==> config.mk <==
export PLATFORM = sky130hd
export DESIGN_NAME = rst_supervisor
export DESIGN_NICKNAME = d
export VERILOG_FILES = /design/src/rtl/rst_sup_pkg.sv /design/src/rtl/rst_cause_flags.sv /design/src/rtl/rst_pulse_stretch.sv /design/src/rtl/rst_remap_ctl.sv /design/src/rtl/rst_supervisor.sv
export SDC_FILE = /design/constraint.sdc
export NUM_CORES = 1
export LEC_CHECK = 0
export ABC_AREA = 1
export BUFFER_PORTS_ARGS = -buffer_cell sky130_fd_sc_hd__buf_4
export CAP_MARGIN = 10
export CORE_MARGIN = 2
export CORE_UTILIZATION = 46
export DETAILED_ROUTE_END_ITERATION = 10
export GPL_TIMING_DRIVEN = 0
export PLACE_DENSITY = 0.83
export SYNTH_ARGS = -nofsm -noshare
export SYNTH_HDL_FRONTEND = slang
export SYNTH_SLANG_ARGS = --single-unit
==> constraint.sdc <==
create_clock -name clk -period 1.86 [get_ports clk]
set_input_delay 0.186 -clock clk [delete_from_list [all_inputs] [get_ports clk]]
set_output_delay 0.186 -clock clk [all_outputs]
set_load 0.01 [all_outputs]
==> src/rtl/rst_sup_pkg.sv <==
package rst_sup_pkg;

    localparam int DATA_W     = 8;
    localparam int N_FLAGS    = 3;

    localparam int OFF_REMAP  = 'h220;
    localparam int OFF_STATUS = 'h230;
    localparam int OFF_CLEAR  = 'h234;

    localparam int BIT_POR    = 0;
    localparam int BIT_WDT    = 1;
    localparam int BIT_SW     = 2;
    localparam int BIT_REMAP  = 0;
    localparam int BIT_SRAM_S = 3;
    localparam int BIT_FLSH_S = 4;

    typedef struct packed {
        logic sw;
        logic wdt;
        logic por;
    } cause_flags_t;

    typedef enum logic [1:0] {
        SEL_NONE,
        SEL_REMAP,
        SEL_STATUS,
        SEL_CLEAR
    } reg_sel_e;

    function automatic logic [DATA_W-1:0] pack_status(input cause_flags_t f);
        logic [DATA_W-1:0] v;
        v = '0;
        v[BIT_POR] = f.por;
        v[BIT_WDT] = f.wdt;
        v[BIT_SW]  = f.sw;
        return v;
    endfunction

    function automatic logic [DATA_W-1:0] pack_remap(input logic remap,
                                                     input logic small_sram,
                                                     input logic small_flash);
        logic [DATA_W-1:0] v;
        v = '0;
        v[BIT_REMAP]  = remap;
        v[BIT_SRAM_S] = small_sram;
        v[BIT_FLSH_S] = small_flash;
        return v;
    endfunction

endpackage

==> src/rtl/rst_cause_flags.sv <==
module rst_cause_flags
    import rst_sup_pkg::*;
(
    input  logic               clk,
    input  logic               por_rst,
    input  logic               wdt_set,
    input  logic               sw_set,
    input  logic [N_FLAGS-1:0] clr_mask,
    output cause_flags_t       flags
);

    cause_flags_t set_vec;
    cause_flags_t flags_nxt;

    always_comb begin
        set_vec     = '0;
        set_vec.wdt = wdt_set;
        set_vec.sw  = sw_set;
        // hardware set has priority over a same-cycle clear
        flags_nxt   = cause_flags_t'((flags & ~clr_mask) | set_vec);
    end

    always_ff @(posedge clk) begin
        if (por_rst) begin
            flags     <= '0;
            flags.por <= 1'b1;
        end else begin
            flags <= flags_nxt;
        end
    end

    p_wdt_sets_r2: assert property (@(posedge clk) disable iff (por_rst)
        wdt_set |=> flags.wdt);

    p_sw_sets_r3: assert property (@(posedge clk) disable iff (por_rst)
        sw_set |=> flags.sw);

    for (genvar i = 0; i < N_FLAGS; i++) begin : g_fall_chk
        p_fall_needs_clear_r4: assert property (@(posedge clk) disable iff (por_rst)
            $fell(flags[i]) |-> ($past(clr_mask[i]) || $past(por_rst)));
    end

endmodule

==> src/rtl/rst_pulse_stretch.sv <==
module rst_pulse_stretch #(
    parameter int PULSE_LEN = 16
) (
    input  logic clk,
    input  logic por_rst,
    input  logic trigger,
    output logic req
);

    localparam int CNT_W = $clog2(PULSE_LEN + 1);
    localparam logic [CNT_W-1:0] CNT_FULL = CNT_W'(PULSE_LEN);

    logic [CNT_W-1:0] cnt;

    always_ff @(posedge clk) begin
        if (por_rst || trigger) begin
            cnt <= CNT_FULL;
        end else if (cnt != '0) begin
            cnt <= cnt - 1'b1;
        end
    end

    assign req = (cnt != '0);

    p_load_full_r3: assert property (@(posedge clk) disable iff (por_rst)
        trigger |=> (cnt == CNT_FULL));

    p_no_early_drop_r3: assert property (@(posedge clk) disable iff (por_rst)
        (req && cnt != 1) |=> req);

endmodule

==> src/rtl/rst_remap_ctl.sv <==
module rst_remap_ctl (
    input  logic clk,
    input  logic por_rst,
    input  logic trigger,
    input  logic we,
    input  logic wbit,
    output logic remap
);

    always_ff @(posedge clk) begin
        if (por_rst || trigger) begin
            remap <= 1'b0;
        end else if (we) begin
            remap <= wbit;
        end
    end

    p_remap_clr_r6: assert property (@(posedge clk) disable iff (por_rst)
        trigger |=> !remap);

    p_remap_set_r6: assert property (@(posedge clk) disable iff (por_rst)
        $rose(remap) |-> $past(we && wbit));

endmodule

==> src/rtl/rst_supervisor.sv <==
module rst_supervisor
    import rst_sup_pkg::*;
#(
    parameter int ADDR_W    = 12,
    parameter int PULSE_LEN = 16
) (
    input  logic              clk,
    input  logic              por_rst,
    input  logic              wdt_expire,
    input  logic              ext_rst_pin,
    input  logic              strap_small_flash,
    input  logic              strap_small_sram,
    input  logic [ADDR_W-1:0] bus_addr,
    input  logic              bus_wr,
    input  logic [DATA_W-1:0] bus_wdata,
    output logic [DATA_W-1:0] bus_rdata,
    output logic              sys_rst_req,
    output logic              sram_at_zero
);

    reg_sel_e           sel;
    logic               wr_ok;
    logic               sw_req;
    logic               remap_we;
    logic               trigger;
    logic [N_FLAGS-1:0] clr_mask;
    cause_flags_t       flags;
    logic               unused_wdata;

    always_comb begin
        if (bus_addr == ADDR_W'(OFF_REMAP))       sel = SEL_REMAP;
        else if (bus_addr == ADDR_W'(OFF_STATUS)) sel = SEL_STATUS;
        else if (bus_addr == ADDR_W'(OFF_CLEAR))  sel = SEL_CLEAR;
        else                                      sel = SEL_NONE;
    end

    // writes are blocked while the system is held in reset
    assign wr_ok    = bus_wr && !sys_rst_req;
    assign sw_req   = wr_ok && (sel == SEL_STATUS) && bus_wdata[BIT_SW];
    assign remap_we = wr_ok && (sel == SEL_REMAP);
    assign clr_mask = (wr_ok && sel == SEL_CLEAR) ? bus_wdata[N_FLAGS-1:0] : '0;
    assign trigger  = wdt_expire || sw_req || ext_rst_pin;
    assign unused_wdata = ^bus_wdata[DATA_W-1:N_FLAGS];

    rst_cause_flags u_flags (
        .clk      (clk),
        .por_rst  (por_rst),
        .wdt_set  (wdt_expire),
        .sw_set   (sw_req),
        .clr_mask (clr_mask),
        .flags    (flags)
    );

    rst_pulse_stretch #(.PULSE_LEN(PULSE_LEN)) u_stretch (
        .clk     (clk),
        .por_rst (por_rst),
        .trigger (trigger),
        .req     (sys_rst_req)
    );

    rst_remap_ctl u_remap (
        .clk     (clk),
        .por_rst (por_rst),
        .trigger (trigger),
        .we      (remap_we),
        .wbit    (bus_wdata[BIT_REMAP]),
        .remap   (sram_at_zero)
    );

    always_comb begin
        unique case (sel)
            SEL_REMAP:  bus_rdata = pack_remap(sram_at_zero, strap_small_sram, strap_small_flash);
            SEL_STATUS: bus_rdata = pack_status(flags);
            default:    bus_rdata = '0;
        endcase
    end

    p_ext_hold_r5: assert property (@(posedge clk) disable iff (por_rst)
        ext_rst_pin |=> sys_rst_req);

    p_remap_low_in_reset_r8: assert property (@(posedge clk) disable iff (por_rst)
        sys_rst_req |-> !sram_at_zero);

    p_ext_no_flag_r5: assert property (@(posedge clk) disable iff (por_rst)
        (ext_rst_pin && !wdt_expire && !sw_req && clr_mask == '0) |=> $stable(flags));

endmodule

==> impl_results.md, run 1 <==
- Max VDD drop: 0.3458 mV
- CTS Buffer Depth: 2
- Crit path max-delay family: flip-flops
- Reg area: 180.2 um2
- Number of filler cells placed in the layout: 132
- Post-route cell area: 940.9 um2
- Synth Cell Area: 678.2 um2
- Syn Area/Cell: 6.521 um2
- Max Cap Viol: 0
- Reg2reg setup slack: 0.45 ns
- Period Utilization, post-route: 78.71%
- Total track usage: 18.29%
- Highest routed metal layer: met4
- Initial antenna violation count: 0
- Primary FF master, synth: dfxtp_1
- Cells after synthesis: 104
- First-pass GRT wire length: 2608 um
- Max incr delay on CP: 0.31 ns
- Yosys top cell area share: 26.57%
- Worst-Skew Late Latency: 0.26 ns
- Reg clk slew, reported paths: 0.05 ns
- Final ANT Viol Nets: 0
- Port bufs: 28
- Most frequent cells after synthesis: inv_1, nor2_1, nand2_1
- Hold Path Class: in2reg
- RSZ-0062 raised after global routing: false
- Clock Skew: 0.001945 ns
- Post-synth ARST share: 0%
- Sink Count: 9
- Top achievable clock speed: 683.1 MHz
- Period minus WS final: 1.464 ns
- Arrival time at the worst endpoint: 1.28 ns
- CP required: 1.67 ns
- I/O pin cnt: 37
- WL met1: 557 um
- Initial Util: 50.84%
- Worst path depth: 4
- Main area contributors after synthesis: dfxtp_1, inv_1, nor2_1
- Most numerous cell in the Yosys netlist: inv_1
- Area grow syn2layout: 38.75%
- Post-synthesis sequential area ratio: 26.57%
- Initial drt markers: 10
- Fin util: 70.54%
- CP startpoint: u_stretch.cnt[0]
- Share of layout cells above drive strength 1: 28.99%
- Post-CTS Resized: 0
- EDFF count, synth: 0
- Vias in the first global route: 712
- Routed wire length: 1367 um
- Antenna cells: 0
- Largest net degree at the start of global routing: 7
- Filler-free cell count of the finished design: 153
- Vert. Die Dim: 42.40 um
- First-pass detailed-route iteration total: 4
- Most area-hungry cell type in the Yosys netlist: dfxtp_1
- Crit end category: output port
- Yosys cell types: 22
- Hold Vio Cnt, Final: 0
- Yosys reg bits: 9
- Wirelength per Cell: 8.935 um
- Met3 wire len: 128 um
- Critical Path End: sys_rst_req
- # Post-CTS Setup Buffers: 0
- Critical path class: reg2out
- Vias per cell: 4.608
- CTS tree: done
- Crit path buf inv count: 2
- Reg2reg end: u_stretch.cnt[0]
- Die W: 42.40 um
- Dpl cells: 149
- Setup TNS: 0 ns
- # DRC: 0
- CP startpoint kind: register
- Final setup viols: 0
- GRT overflow: 0
- Core ar.: 1334 um2
- Total number of vias: 705
- Met2 WL: 660 um
- Placed inst area: 914.6 um2
- Layout Nets: 168
- Worst r2r src: u_stretch.cnt[0]
- Root cell of the clock tree: clkbuf_4
- # rows: 13
- Footprint of the multi-input gates: 396.6 um2
- Die area: 1797 um2
- Syn. warnings: 0
- Leakage: 0.0005145 uW
- FF-to-FF path depth: 7
- Max H-tree Level: 1
- Worst path slowest cell: dfxtp_1
- Final Max Tran Viols: 0
- Cts hold-fix bufs: 0
- Clock buffer count from CTS: 3
- Half-perimeter wire length after detailed placement: 1196 um
- Crit Path Max Fanout: 6
- Power Dens Cells: 483.5 nW/um2
- Routability cong.: 0.7665
- Crit-path cells: inv_1 > ha_1 > nand3_4 > buf_4
- Status: complete, no violations
-- power by group --
group          switching, uW  internal [uW]  total (uW)
combinational           50.6           54.7         105
sequential              4.88            199         204
clock                   63.0           82.3         145
total                    118            336         455
-- how the worst min path moves through the flow --
stage / from / endpoint / slack, ns / cells past startpoint
floorplan: por_rst / u_flags.flags[2] / 0.25 / 1
global placement: por_rst / u_flags.flags[2] / 0.37 / 2
detailed placement: por_rst / u_flags.flags[2] / 0.38 / 2
CTS: por_rst / u_flags.flags[2] / 0.10 / 2
global route: por_rst / u_flags.flags[2] / 0.09 / 2
finish: por_rst / u_flags.flags[2] / 0.11 / 2
-- flip-flops by register name, indices dropped and copies added (netlist names) --
name / count
u_flags.flags: 3
u_remap.remap: 1
u_stretch.cnt: 5
-- cell usage in the layout (no fill, tap or decap), drive strengths merged --
| cell | netlist | routed |
|---|---|---|
| buf | 3 | 31 |
| inv | 23 | 23 |
| nor2 | 22 | 22 |
| nand2 | 20 | 20 |
| dfxtp | 9 | 9 |
| nand3 | 8 | 8 |
| nand4 | 5 | 5 |
| a21oi | 5 | 5 |
| clkbuf | 0 | 4 |
| conb | 1 | 3 |
| ha | 2 | 2 |
| nor3 | 1 | 1 |
| mux2i | 1 | 1 |
| o21ai | 1 | 1 |
| a21o | 1 | 1 |
| nand3b | 1 | 1 |
| xor2 | 1 | 1 |
-- through the flow --
step,hold slack [ns],setup slack (ns),power (uW)
4_1_cts,0.1021,0.3785,464.1
2_1_floorplan,0.2484,0.5544,266.7
3_5_place_dp,0.3764,0.4452,314.4
5_1_grt,0.09231,0.3206,492.2
6_report,0.1091,0.3960,454.9
3_3_place_gp,0.3715,0.4791,310.8
-- metal layers --
metal,vias to the layer above,track usage [%]
li1,382,-
met1,296,18.44
met2,23,34.15
met3,4,5.603
met4,0,7.500
met5,-,0
-- cells by family after synthesis --
logic type	count (synthesis)	synth area share, %
and+or+nand+nor	57	44.28
buffers and inverters	26	16.05
DFF	9	26.57
other	1	0.5530
xor gates and xnor gates	1	1.292
AOI/OAI and AO/OA	7	6.089
muxes	1	1.476
adders and majority gates	2	3.689
-- final cells by class --
cell class,count,share of cell area [%]
Multi-Input combinational cell,71,42.15
Timing Repair Buffer,28,22.34
Sequential cell,9,19.15
Inverter,23,9.176
Clock buffer,4,2.793
Buffer,3,2.394
Tap cell,15,1.995
(Power assumes the default switching activity.)
==> inputs of run 2 (changes only) <==
Settings changed: CORE_UTILIZATION 46 to 43, PLACE_DENSITY 0.83 to 0.79.
Clock period 1.86 ns to 1.4 ns, I/O delays scaled along.
==> run 2 against run 1 <==
  * Clock skew fell by 0.00092 ns
  * Sequential share of layout area fell by 0.71 points
  * Sequential power rose by 33%
  * Largest cell class unchanged
  * Largest power group unchanged
  * Highest routed layer unchanged
==> impl_results.md, run 2 (same netlist as run 1, synthesis figures left out) <==
- Clock buffer count from CTS: 3 (unchanged)
- Max Cap Viol: 0 (unchanged)
- Max reg flops: 5 (unchanged)
- CP required: 1.55 ns (-0.12 ns)
- Arrival time at the worst endpoint: 1.44 ns (+0.16 ns)
- Final setup viols: 0 (unchanged)
- Clock Skew: 0.001020 ns (-0.0009244 ns)
- CTS tree: done
- Initial antenna violation count: 0 (unchanged)
- Most frequent cells in the layout: buf_4, inv_1, nor2_1
- Antenna cells: 0 (unchanged)
- Area grow syn2layout: 44.10%
- First-pass detailed-route iteration total: 2 (-2)
- Reg clk slew, reported paths: 0.06 ns (about the same)
- Final Max Tran Viols: 0 (unchanged)
- Port bufs: 28 (unchanged)
- Vias per cell: 4.618 (+0.22%)
- First-pass GRT wire length: 2477 um (-5.0%)
- Crit end category: register
- Commonest non-fill, non-tap cell in the layout: buf_4
- Share of layout cells above drive strength 1: 32.62% (+3.6 points)
- Worst-Skew Late Latency: 0.25 ns (about the same)
- Hold Path Class: in2reg
- I/O pin cnt: 37 (unchanged)
- Status: complete, no violations
- # DRC: 0 (unchanged)
- Half-perimeter wire length after detailed placement: 1267 um (+5.9%)
- Setup TNS: 0 ns (unchanged)
- Crit Path Max Fanout: 6 (unchanged)
- Core ar.: 1489 um2 (+12%)
- CTS Buffer Depth: 2 (unchanged)
- Routability cong.: 0.8157 (+6.4%)
- Die W: 43.71 um (+3.1%)
- Vias in the first global route: 675 (-5.2%)
- Layout Nets: 171 (+1.8%)
- Largest net degree at the start of global routing: 7 (unchanged)
- Vert. Die Dim: 43.71 um (+3.1%)
- CP startpoint kind: register
- Routed wire length: 1462 um (+6.9%)
- Number of filler cells placed in the layout: 140 (+6.1%)
- Initial drt markers: 2 (-8)
- Top achievable clock speed: 771.1 MHz
- # rows: 14 (+1)
- Initial Util: 45.55% (-5.3 points)
- Power Dens Cells: 630.4 nW/um2 (+30%)
- Total number of vias: 725 (+2.8%)
- Filler-free cell count of the finished design: 157 (+2.6%)
- Total track usage: 16.91% (-1.4 points)
- Max incr delay on CP: 0.32 ns (about the same)
- Max VDD drop: 0.4285 mV (+24%)
- Sink Count: 9 (unchanged)
- Period Utilization, post-route: 92.63%
- GRT overflow: 0 (unchanged)
- Crit-path cells: inv_2 > ha_4 > nand3_4 > nor2_8 > nand4_4 > nand2_4 > a21oi_1
- Max H-tree Level: 1 (unchanged)
- Biggest regs: u_stretch.cnt: 5 flops, u_flags.flags: 3 flops, u_remap.remap: 1 flops
- Leakage: 0.0005281 uW (+2.6%)
- Critical path class: reg2reg
- Placed inst area: 915.9 um2 (+0.14%)
- Dpl cells: 150 (+0.67%)
- Worst path slowest cell: dfxtp_1
- Post-route cell area: 977.2 um2 (+3.9%)
- Die area: 1911 um2 (+6.3%)
- Largest Register: u_stretch.cnt
- Hold Vio Cnt, Final: 0 (unchanged)
- Root cell of the clock tree: clkbuf_4
- Final ANT Viol Nets: 0 (unchanged)
- Wirelength per Cell: 9.312 um (+4.2%)
- Period minus WS final: 1.297 ns
-- run 2: timing repair --
item,CTS,global route
gates cloned,0,0
gates resized for setup,2,2
pin swaps,1,2
hold buffers,0,0
setup buffers,0,3
endpoints found under the setup margin,6,8
-- run 2: power breakdown --
| part | switching, uW | internal [uW] | total [uW] |
|---|---|---|---|
| clock | 84.3 | 109 | 194 |
| combinational | 70.2 | 80.2 | 150 |
| sequential | 6.92 | 265 | 272 |
-- run 2: critical path, delay by kind of cell, from the launching register on --
| family | cells | cell delay [ns] |
|---|---|---|
| AO/OA/AOI/OAI | 1 | 0.05 |
| adder cells (fa/ha/maj) | 1 | 0.16 |
| buffers and inverters | 1 | 0.09 |
| flip-flops | 1 | 0.32 |
| AND/OR/NAND/NOR | 4 | 0.58 |
-- run 2: layout make-up --
type	count	area (um2)	share of cell area (%)
buffer	3	22.52	2.305
clock buffer	4	26.28	2.689
inverter	23	86.33	8.835
multi-input combinational	71	409.1	41.87
sequential	9	180.2	18.44
tap	16	20.02	2.049
timing repair buffer	31	232.7	23.82
-- run 2: worst paths after layout --
kind                                       start               end  slack, ns  cells past startpoint
worst min register to register  u_flags.flags[1]  u_flags.flags[1]       0.46                      2
worst min-delay path                     por_rst  u_flags.flags[2]       0.06                      2
worst max-delay path            u_stretch.cnt[1]     u_remap.remap       0.10                      7
worst max register to register  u_stretch.cnt[1]     u_remap.remap       0.10                      7
-- run 2: through the flow --
stage | worst slack, ns | hold WS, ns | total power, uW | util [%]
after floorplan | 0.09444 | 0.2024 | 354.3 | -
after global placement | 0.002536 | 0.3334 | 414.1 | 61.51
after detailed placement | -0.04628 | 0.3317 | 418.7 | 61.51
after CTS | 0.007754 | 0.06381 | 612.2 | 64.12
after global routing | -0.00006606 | 0.06505 | 655.0 | 65.63
final | 0.1031 | 0.06158 | 616.0 | 65.63
-- run 2: routing by layer --
metal / GRT usage, % / vias to the layer above / wire length, um
li1: - / 390 / -
met1: 17.14 / 303 / 540
met2: 31.47 / 27 / 738
met3: 5.417 / 5 / 167
met4: 6.667 / 0 / 16
met5: 0 / - / 0
==> inputs of run 3 (changes only) <==
Settings changed: CORE_UTILIZATION 43 to 44, SYNTH_HIERARCHICAL set to 1.
==> run 3 against run 2 <==
  * Utilization up 4.2 points
  * Critical endpoint is now u_stretch/cnt[2]
  * The run now ends with setup timing left
  * Total power up 4.8%
  * First-iteration DRC count rose to 2.5 times the previous value
  * Synthesized cell count up 15%
  * Worst setup slack worse by 0.15 ns
  * Largest power group unchanged
  * Sequential share of layout area down 1.3 points
  * Fmax down 10%
  * Final cell count up 11%
  * Worst hold slack better by 0.027 ns
  * Non-clock buffer count up 2
==> impl_results.md, run 3 <==
- Vias per cell: 4.577 (-0.88%)
- Cell-internal power: 462.1 uW (+1.6%)
- Biggest regs: u_stretch/cnt: 5 flops, u_flags/flags: 3 flops, u_remap/remap: 1 flops
- Area grow syn2layout: 47.57%
- Hold Path Class: in2reg
- Dpl cells: 166 (+11%)
- Initial Util: 47.29% (+1.7 points)
- Leakage: 0.0005597 uW (+6.0%)
- Die W: 44.47 um (+1.7%)
- Clock buffer count from CTS: 3 (unchanged)
- Post-synth ARST share: 0% (unchanged)
- Most area-hungry cell type in the Yosys netlist: dfxtp_1
- Post-synthesis sequential area ratio: 25.00% (-1.6 points)
- Sw Pwr: 183.4 uW (+14%)
- I/O pin cnt: 37 (unchanged)
- Yosys reg bits: 9 (unchanged)
- Sink Count: 9 (unchanged)
- Period minus WS final: 1.446 ns (+0.1492 ns)
- Crit path max-delay family: simple AND/OR/NAND/NOR gates
- Synth Cell Area: 720.7 um2 (+6.3%)
- Filler-free cell count of the finished design: 175 (+11%)
- Reg clk slew, reported paths: 0.06 ns (about the same)
- Max Cap Viol: 0 (unchanged)
- RSZ-0062 raised after global routing: true
- Final setup viols: 7 (+7)
- CTS Buffer Depth: 2 (unchanged)
- Vert. Die Dim: 44.47 um (+1.7%)
- Primary FF master, synth: dfxtp_1
- Sequential share of power: 42.4% (-1.7 points)
- Hold Vio Cnt, Final: 0 (unchanged)
- Clock share of power: 31.3% (about the same)
- Max VDD drop: 0.6301 mV (+47%)
- Hold_ws: 0.08857 ns (+0.02699 ns)
- First-pass GRT wire length: 3091 um (+25%)
- Layout Nets: 189 (+11%)
- Port bufs: 28 (unchanged)
- Comb pwr share: 26.3% (+1.9 points)
- Initial drt markers: 5 (+3)
- Worst path slowest cell: dfxtp_2
- Crit Path Max Fanout: 4 (-2)
- Syn. warnings: 6 (+6)
- # DRC: 0 (unchanged)
- Total track usage: 21.49% (+4.6 points)
- Crit end category: register
- EDFF count, synth: 0 (unchanged)
- Most frequent cells in the layout: buf_4, inv_1, nor2_1
- Max reg flops: 5 (unchanged)
- Setup TNS: -0.1929 ns (-0.1929 ns)
- Critical path class: reg2reg
- Share of layout cells above drive strength 1: 42.14% (+9.5 points)
- Initial antenna violation count: 0 (unchanged)
- Final ANT Viol Nets: 0 (unchanged)
- Main area contributors after synthesis: dfxtp_1, inv_1, nor2_1
- Vias in the first global route: 771 (+14%)
- Largest Register: u_stretch/cnt
- Cts hold-fix bufs: 0 (unchanged)
- Period Utilization, post-route: 103.3% (+11 points)
- CP startpoint kind: register
- Largest net degree at the start of global routing: 8 (+1)
- Crit-path cells: inv_2 > ha_4 > inv_2 > nor2_4 > nand2_2 > inv_2 > nand2_2 > inv_2 > nand2_2 > o21ai_4 > nor2_4 > nand2_2 > nor2_1
- GRT overflow: 0 (unchanged)
- Wirelength per Cell: 10.24 um (+10%)
- Root cell of the clock tree: clkbuf_4
- Routability cong.: 0.7375 (-9.6%)
- Failing checks: setup timing
- Commonest non-fill, non-tap cell in the layout: buf_4
- Routed wire length: 1792 um (+23%)
- Yosys cell types: 19 (-14%)
- First-pass detailed-route iteration total: 3 (+1)
- Max H-tree Level: 1 (unchanged)
- Power Dens Cells: 607.0 nW/um2 (-3.7%)
- Core ar.: 1524 um2 (+2.4%)
- Total number of vias: 801 (+10%)
- Top achievable clock speed: 691.5 MHz (-10%)
- Die area: 1978 um2 (+3.5%)
- Antenna cells: 0 (unchanged)
- Most numerous cell in the Yosys netlist: inv_1
- Cells after synthesis: 120 (+15%)
- Yosys top cell area share: 25.00% (-1.6 points)
- Worst-Skew Late Latency: 0.26 ns (about the same)
- Half-perimeter wire length after detailed placement: 1378 um (+8.8%)
- Max incr delay on CP: 0.33 ns (about the same)
- CP required: 1.56 ns (about the same)
- Final Max Tran Viols: 0 (unchanged)
- Pre-CTS WS: -0.2191 ns (-0.1728 ns)
- Setup WS post-layout: -0.04608 ns (-0.1492 ns)
- Fin util: 69.79% (+4.2 points)
- Status: finished, violations left
- Arrival time at the worst endpoint: 1.60 ns (+0.16 ns)
- Clock Skew: 0.003694 ns (+0.002674 ns)
- Syn Area/Cell: 6.006 um2 (-7.9%)
- # rows: 14 (unchanged)
- Switching share of power: 28.42% (+2.2 points)
- Most frequent cells after synthesis: inv_1, nor2_1, nand2_1
- Crit path buf inv count: 4 (+3)
- CTS tree: done
run 3: power by group through the flow:
| stage | clock [uW] | sequential [uW] | combinational (uW) |
|---|---|---|---|
| CTS | 207 | 274 | 167 |
| finish | 202 | 274 | 170 |
| global placement | 0 | 278 | 149 |
| detailed placement | 0 | 279 | 154 |
| floorplan | 0 | 278 | 86.8 |
| global route | 217 | 275 | 190 |
run 3: kinds of logic (layout without fill, tap and decap cells):
kind of cell / count (synthesis) / in the layout / synth area share (%)
other: 1 / 3 / 0.5203
xor gates and xnor gates: 1 / 1 / 1.215
and+or+nand+nor: 68 / 68 / 45.49
buffers and inverters: 32 / 69 / 18.23
DFF: 9 / 9 / 25.00
AOI/OAI and AO/OA: 7 / 7 / 6.076
adders and majority gates: 2 / 2 / 3.472
run 3: worst register-to-register path: stages (launching register included):
cell	delay (ns)
dfxtp_2	0.33
inv_2	0.07
ha_4	0.13
inv_2	0.04
nor2_4	0.12
nand2_2	0.07
inv_2	0.05
nand2_2	0.05
inv_2	0.07
nand2_2	0.07
o21ai_4	0.17
nor2_4	0.06
nand2_2	0.07
nor2_1	0.05
run 3: path summary, 6_finish.rpt:
kind / start / end / slack (ns) / depth (start not counted)
worst max-delay path: u_stretch/cnt[1] / u_stretch/cnt[2] / -0.05 / 13
worst min-delay path: por_rst / u_flags/flags[2] / 0.09 / 2
worst max register to register: u_stretch/cnt[1] / u_stretch/cnt[2] / -0.05 / 13
worst min register to register: u_flags/flags[0] / u_flags/flags[0] / 0.45 / 2
run 3: area by class of cell:
class | instances | area, um2
clock buffer | 4 | 26.28
timing repair buffer | 33 | 247.7
buffer | 3 | 22.52
multi-input combinational | 81 | 452.9
inverter | 29 | 111.4
tap | 16 | 20.02
sequential | 9 | 182.7
fill | 147 | 460.4
run 3: through the flow:
stage	power [uW]	cell area, um2
floorplan	364.4	750.7
global placement	427.2	980.9
detailed placement	432.7	980.9
CTS	647.9	1056
global route	681.6	1064
finish	645.5	1064
run 3: routing by layer:
| layer | track usage [%] | routed length [um] | vias to the layer above |
|---|---|---|---|
| met5 | 0 | 0 | - |
| met4 | 10.91 | 36 | 0 |
| met3 | 3.673 | 85 | 4 |
| met2 | 39.42 | 946 | 17 |
| met1 | 23.15 | 724 | 355 |
| li1 | - | - | 425 |
run 3: timing repair:
| item | 4_1_cts | 5_1_grt |
|---|---|---|
| buffers inserted | 4 | 1 |
| pin swaps | 12 | 8 |
| hold endpoints to repair | 0 | 0 |
| resized for setup | 7 | 0 |
| endpoints found under the setup margin | 9 | 10 |
